$ cat src/rtl/barrier_pkg.sv
package barrier_pkg;

  typedef enum logic [1:0] {
    BAR_FULL  = 2'b00,
    BAR_LIGHT = 2'b01,
    BAR_IO    = 2'b10,
    BAR_ISYNC = 2'b11
  } barKind_e;

  // strobes from control to datapath
  typedef struct packed {
    logic holdLoads;
    logic holdStores;
    logic needLoadsIdle;
    logic needStoresIdle;
  } gateStrobes_t;

endpackage

$ cat src/rtl/barrier_datapath.sv
module barrier_datapath
  import barrier_pkg::*;
#(
  parameter int CNT_W = 4
) (
  input  logic             clk,
  input  logic             rstN,
  input  logic [CNT_W-1:0] pendLoads,
  input  logic [CNT_W-1:0] pendStores,
  input  gateStrobes_t     strb,
  output logic             condMet,
  output logic             loadStall,
  output logic             storeStall
);

  localparam logic [CNT_W-1:0] ZERO_CNT = '0;

  logic loadsIdle;
  logic storesIdle;

  assign loadsIdle  = (pendLoads == ZERO_CNT);
  assign storesIdle = (pendStores == ZERO_CNT);

  assign condMet = (!strb.needLoadsIdle || loadsIdle) &&
                   (!strb.needStoresIdle || storesIdle);

  assign loadStall  = strb.holdLoads;
  assign storeStall = strb.holdStores;

  // a barrier that watches loads cannot complete while loads remain
  a_r3_loads_block_done: assert property (@(posedge clk) disable iff (!rstN)
    (strb.needLoadsIdle && pendLoads != ZERO_CNT) |-> !condMet);

  // store-only wait ignores the load count
  a_r5_io_skips_loads: assert property (@(posedge clk) disable iff (!rstN)
    (strb.needStoresIdle && !strb.needLoadsIdle && pendStores == ZERO_CNT) |-> condMet);

endmodule

$ cat src/rtl/barrier_ctrl.sv
module barrier_ctrl
  import barrier_pkg::*;
(
  input  logic         clk,
  input  logic         rstN,
  input  logic         barReq,
  input  logic [1:0]   barType,
  input  logic         condMet,
  output gateStrobes_t strb,
  output logic         barReady,
  output logic         flushReq,
  output logic         barDone
);

  typedef enum logic [1:0] {
    ST_IDLE,
    ST_DRAIN,
    ST_FLUSH,
    ST_SETTLE
  } gateState_e;

  gateState_e state, nextState;
  barKind_e   kind;

  always_ff @(posedge clk) begin
    if (!rstN) begin
      state <= ST_IDLE;
      kind  <= BAR_FULL;
    end else begin
      state <= nextState;
      if (state == ST_IDLE && barReq) kind <= barKind_e'(barType);
    end
  end

  always_comb begin
    nextState = state;
    strb      = '0;
    barReady  = 1'b0;
    flushReq  = 1'b0;
    barDone   = 1'b0;
    case (state)
      ST_IDLE: begin
        barReady = 1'b1;
        if (barReq)
          nextState = (barKind_e'(barType) == BAR_ISYNC) ? ST_FLUSH : ST_DRAIN;
      end
      ST_DRAIN: begin
        strb.holdStores     = 1'b1;
        strb.holdLoads      = (kind == BAR_FULL);
        strb.needStoresIdle = 1'b1;
        strb.needLoadsIdle  = (kind != BAR_IO);
        if (condMet) begin
          barDone   = 1'b1;
          nextState = ST_IDLE;
        end
      end
      ST_FLUSH: begin
        strb.holdStores = 1'b1;
        strb.holdLoads  = 1'b1;
        flushReq        = 1'b1;
        nextState       = ST_SETTLE;
      end
      default: begin
        strb.holdStores = 1'b1;
        strb.holdLoads  = 1'b1;
        barDone         = 1'b1;
        nextState       = ST_IDLE;
      end
    endcase
  end

  a_r2_accept_closes: assert property (@(posedge clk) disable iff (!rstN)
    (barReq && barReady) |=> !barReady);

  a_r6_flush_then_done: assert property (@(posedge clk) disable iff (!rstN)
    flushReq |=> (barDone && !flushReq));

  a_r7_done_reopens: assert property (@(posedge clk) disable iff (!rstN)
    barDone |=> (barReady && !barDone));

endmodule

$ cat src/rtl/barrier_gate.sv
module barrier_gate
  import barrier_pkg::*;
#(
  parameter int CNT_W = 4
) (
  input  logic             clk,
  input  logic             rstN,
  input  logic [CNT_W-1:0] pendLoads,
  input  logic [CNT_W-1:0] pendStores,
  input  logic             barReq,
  input  logic [1:0]       barType,
  output logic             barReady,
  output logic             loadStall,
  output logic             storeStall,
  output logic             flushReq,
  output logic             barDone
);

  gateStrobes_t strb;
  logic         condMet;

  barrier_ctrl u_ctrl (
    .clk      (clk),
    .rstN     (rstN),
    .barReq   (barReq),
    .barType  (barType),
    .condMet  (condMet),
    .strb     (strb),
    .barReady (barReady),
    .flushReq (flushReq),
    .barDone  (barDone)
  );

  barrier_datapath #(.CNT_W(CNT_W)) u_dp (
    .clk        (clk),
    .rstN       (rstN),
    .pendLoads  (pendLoads),
    .pendStores (pendStores),
    .strb       (strb),
    .condMet    (condMet),
    .loadStall  (loadStall),
    .storeStall (storeStall)
  );

  // a load stall never appears without a store stall
  a_r4_loads_imply_stores: assert property (@(posedge clk) disable iff (!rstN)
    loadStall |-> storeStall);

  // nothing is stalled while the gate is open
  a_r1_ready_no_stall: assert property (@(posedge clk) disable iff (!rstN)
    barReady |-> (!loadStall && !storeStall && !flushReq));

endmodule

$ cat config.mk
export PLATFORM = sky130hd
export DESIGN_NAME = barrier_gate
export DESIGN_NICKNAME = d
export VERILOG_FILES = /design/src/rtl/barrier_pkg.sv /design/src/rtl/barrier_datapath.sv /design/src/rtl/barrier_ctrl.sv /design/src/rtl/barrier_gate.sv
export SDC_FILE = /design/constraint.sdc
export NUM_CORES = 1
export LEC_CHECK = 0
export CAP_MARGIN = 20
export CORE_AREA = 2 2 39 41
export CTS_BUF_LIST = sky130_fd_sc_hd__clkbuf_16
export CTS_CLUSTER_DIAMETER = 100
export CTS_CLUSTER_SIZE = 12
export DETAILED_ROUTE_END_ITERATION = 10
export DIE_AREA = 0 0 41 43
export DONT_BUFFER_PORTS = 1
export PLACE_DENSITY_LB_ADDON = 0.3
export REMOVE_ABC_BUFFERS = 1
export SYNTH_ARGS = -nofsm -noshare
export SYNTH_HDL_FRONTEND = slang
export SYNTH_HIERARCHICAL = 1
export SYNTH_SLANG_ARGS = --single-unit
$ cat constraint.sdc
create_clock -name clk -period 1.6 [get_ports clk]
set_input_delay 0.16 -clock clk [delete_from_list [all_inputs] [get_ports clk]]
set_output_delay 0.16 -clock clk [all_outputs]
set_load 0.01 [all_outputs]
==> results.cfg <==
[outcome]
outcome = finished, final reports clean

[timing]
hold_violations = 0
period_minus_slack_ns = 1.462
setup_slack_ns = 0.1382
fin_setup_tns_ns = 0
finClkSkew_ns = 0.0003933
min_period_over_period_pct = 91.36
setup_viol = 0
maxClockFrequency_mhz = 684.1
final.hold.worst_slack_ns = 0.08672
max_slew.worst_pin.slew_ns = 0.3475
unrepaired_setup_endpoints_after_global_routing = false
maxSlewHeadroom_pct = 76.75
timing.final.max_slew_violations = 0

[floorplanning]
io_pins = 18
initial_core_util_pct = 18.35
dieHeight_um = 43
fp-row-count = 14
die_w_um = 41
die_outline_area_sq_um = 1763
core_sq_um = 1384

[logic_synthesis]
postSynthRegisterBits = 4
syn_area_sq_um = 254.0
synthMuxAreaShare_pct = 7.882
combinational_family_with_the_most_area_after_synthesis = simple AND/OR/NAND/NOR gates
netlist_instances = 30
adder_cell_fraction_of_synth_area_pct = 0
synth_cell_types = 18
synthXorXnorAreaFrac_pct = 0
synth-simple-area-share_pct = 27.09
ys_warn_count = 6
seq_area_frac_synth_pct = 31.53
synthesized_area_divided_by_synthesized_cell_count_sq_um = 8.466
fraction_of_the_mapped_netlist_area_in_compound_gates_pct = 23.15

[cells_and_area]
layout.cell_area.non_filler_sq_um = 335.3
final_layout_size_suffix_gt1_share_pct = 22.58
non_filler_cells_final = 47
nets = 46
mostFrequentLayoutCell = sky130_fd_sc_hd__nand2_1
antennaDiodeCount = 0
mostFrequentLayoutCells = sky130_fd_sc_hd__nand2_1, sky130_fd_sc_hd__clkbuf_16, sky130_fd_sc_hd__inv_1, sky130_fd_sc_hd__dfxtp_1
syn2layout_area_growth_pct = 32.02

[detailed_routing]
drt_wl_total_um = 558
drt-wirelength-per-cell_um = 11.87
final_antenna_net_count = 0
viasPerCell = 4.638
number_of_drc_violations_after_detailed_routing = 0
via_count = 218
drtIter0Drc = 5
initial_drt_pass_iterations = 4

[critical_path]
cpMaxStageDelayCell = sky130_fd_sc_hd__dfxtp_1
worst_setup_path_startpoint = u_ctrl/state[0]
setup.worst_path.end = barDone
cp_slowest_stage_delay_ns = 0.44
regToRegSetupSlack_ns = 0.25
endpoint_kind = output pin
start_kind = flip-flop
cp_max_fo = 7
cp.required_ns = 1.44
timing.rr.end = u_ctrl/state[0]
crit_type = flip-flop to output pin
timing.critical_path.cells = and2b_1, a21boi_1, a22oi_1, o21a_1
critPathArrivalTime_ns = 1.30
path_depth_of_the_worst_reg2reg_path = 5
worst_r2r_startpoint = u_ctrl/state[0]

[clocking]
worstSkewPairLatency_ns = 0.22
cts_made_buffers = 3
tritoncts = yes
cts.path.max_buffers = 2
ctsRootBufferMaster = sky130_fd_sc_hd__clkbuf_16
post_cts_buffers = 0
worst_setup_hold_path_clk_slew_ns = 0.03
cts-htree-levels = 1
clkSinkCount = 4

[power_and_ir_drop]
leakage_nw = 0.1443
vdd.ir_drop.worst_mv = 0.3036
power.density_nw_per_um2 = 1663

[global_route]
first_global_vias = 203
wire_length_of_the_first_global_routing_pass_um = 876
antenna_found_initial = 0
pin_count_of_the_biggest_net_entering_global_routing = 8
overflow = 0
grt_use_total_pct = 8.526

[worst_hold_path]
timing.hold.worst.class = input pin to flip-flop

[placed_design]
place_hpwl_um = 418.5
io_buffer_count = 0
finalWeightedCongestion = 0.6538
detailed_place.area_sq_um = 259.0
dpl.cell_count = 44
dpl_worst_slack_ns = 0.2432

[flow_run]
max-cap-violations = 0
[worst max-delay path: cells and delay by family, from the launching register on]
family / cells / cell delay, ns
and+or+nand+nor: 1 / 0.17
DFF: 1 / 0.44
AOI/OAI and AO/OA: 3 / 0.47
[routing by layer]
layer | track usage (%) | share of wire, % | up-vias
met1 | 9.936 | 42 | 96
met4 | 12.00 | 0 | 0
li1 | - | - | 106
met5 | 0 | 0 | -
met2 | 6.875 | 43 | 16
met3 | 7.330 | 15 | 0
[flip-flops by register name (all words and copies together) (netlist names)]
name and count:
u_ctrl/kind 2, u_ctrl/state 2
[logic make-up after synthesis]
| family | after synthesis |
|---|---|
| simple gates | 12 |
| compound gates | 7 |
| buf+inv | 5 |
| flops | 4 |
| mux | 2 |
[synthesized netlist by cell type]
master,count,area [sq um]
sky130_fd_sc_hd__buf_4,2,15.01
sky130_fd_sc_hd__nor3_1,1,5.000
sky130_fd_sc_hd__a22oi_1,1,7.510
sky130_fd_sc_hd__a21o_1,1,7.510
sky130_fd_sc_hd__dfxtp_1,4,80.08
sky130_fd_sc_hd__nor2b_1,1,6.260
sky130_fd_sc_hd__a21bo_2,1,10.01
sky130_fd_sc_hd__mux2i_1,2,20.02
sky130_fd_sc_hd__o21a_1,1,7.510
sky130_fd_sc_hd__nand2_1,4,15.01
sky130_fd_sc_hd__and2b_1,1,7.510
sky130_fd_sc_hd__nor2_1,2,7.510
sky130_fd_sc_hd__or4_1,2,15.01
sky130_fd_sc_hd__a211oi_2,1,12.51
sky130_fd_sc_hd__a31oi_1,1,6.260
sky130_fd_sc_hd__a21boi_1,1,7.510
sky130_fd_sc_hd__nor3b_2,1,12.51
sky130_fd_sc_hd__inv_1,3,11.26
[worst min-delay path by stage]
stage,from,to,slack (ns),cells after the start
2_1_floorplan,barType[0],u_ctrl/kind[0],0.30,2
3_3_place_gp,barType[0],u_ctrl/kind[0],0.31,2
3_5_place_dp,rstN,u_ctrl/kind[1],0.31,2
4_1_cts,rstN,u_ctrl/state[0],0.08,2
5_1_grt,rstN,u_ctrl/kind[1],0.10,2
6_report,rstN,u_ctrl/kind[1],0.09,2
[power by group]
part	internal, W	leakage, nW	switching (W)
clock	0.000319	0.0370	0.0000643
sequential	0.000109	0.0334	0.0000106
combinational	0.0000246	0.0739	0.0000304
[metrics by stage]
stage,utilization (%),power [W]
after CTS,24.14,0.0005650
final,24.23,0.0005578
after floorplan,-,0.0001670
after global routing,24.23,0.0005843
after detailed placement,18.72,0.0001754
after global placement,18.72,0.0001758
[layout make-up]
cell class / instances / area [sq um]
inverters: 3 / 11.26
flip-flops and latches: 4 / 81.33
well taps: 16 / 20.02
multi-input cells: 21 / 147.6
clock buffers: 3 / 75.07
fillers: 155 / 1049
[what timing repair did]
item / CTS / global route
gates resized for setup: 0 / 1
endpoints found under the setup margin: 0 / 1
hold buffers: 0 / 0
No activity file was read; power rests on OpenSTA's default activity.
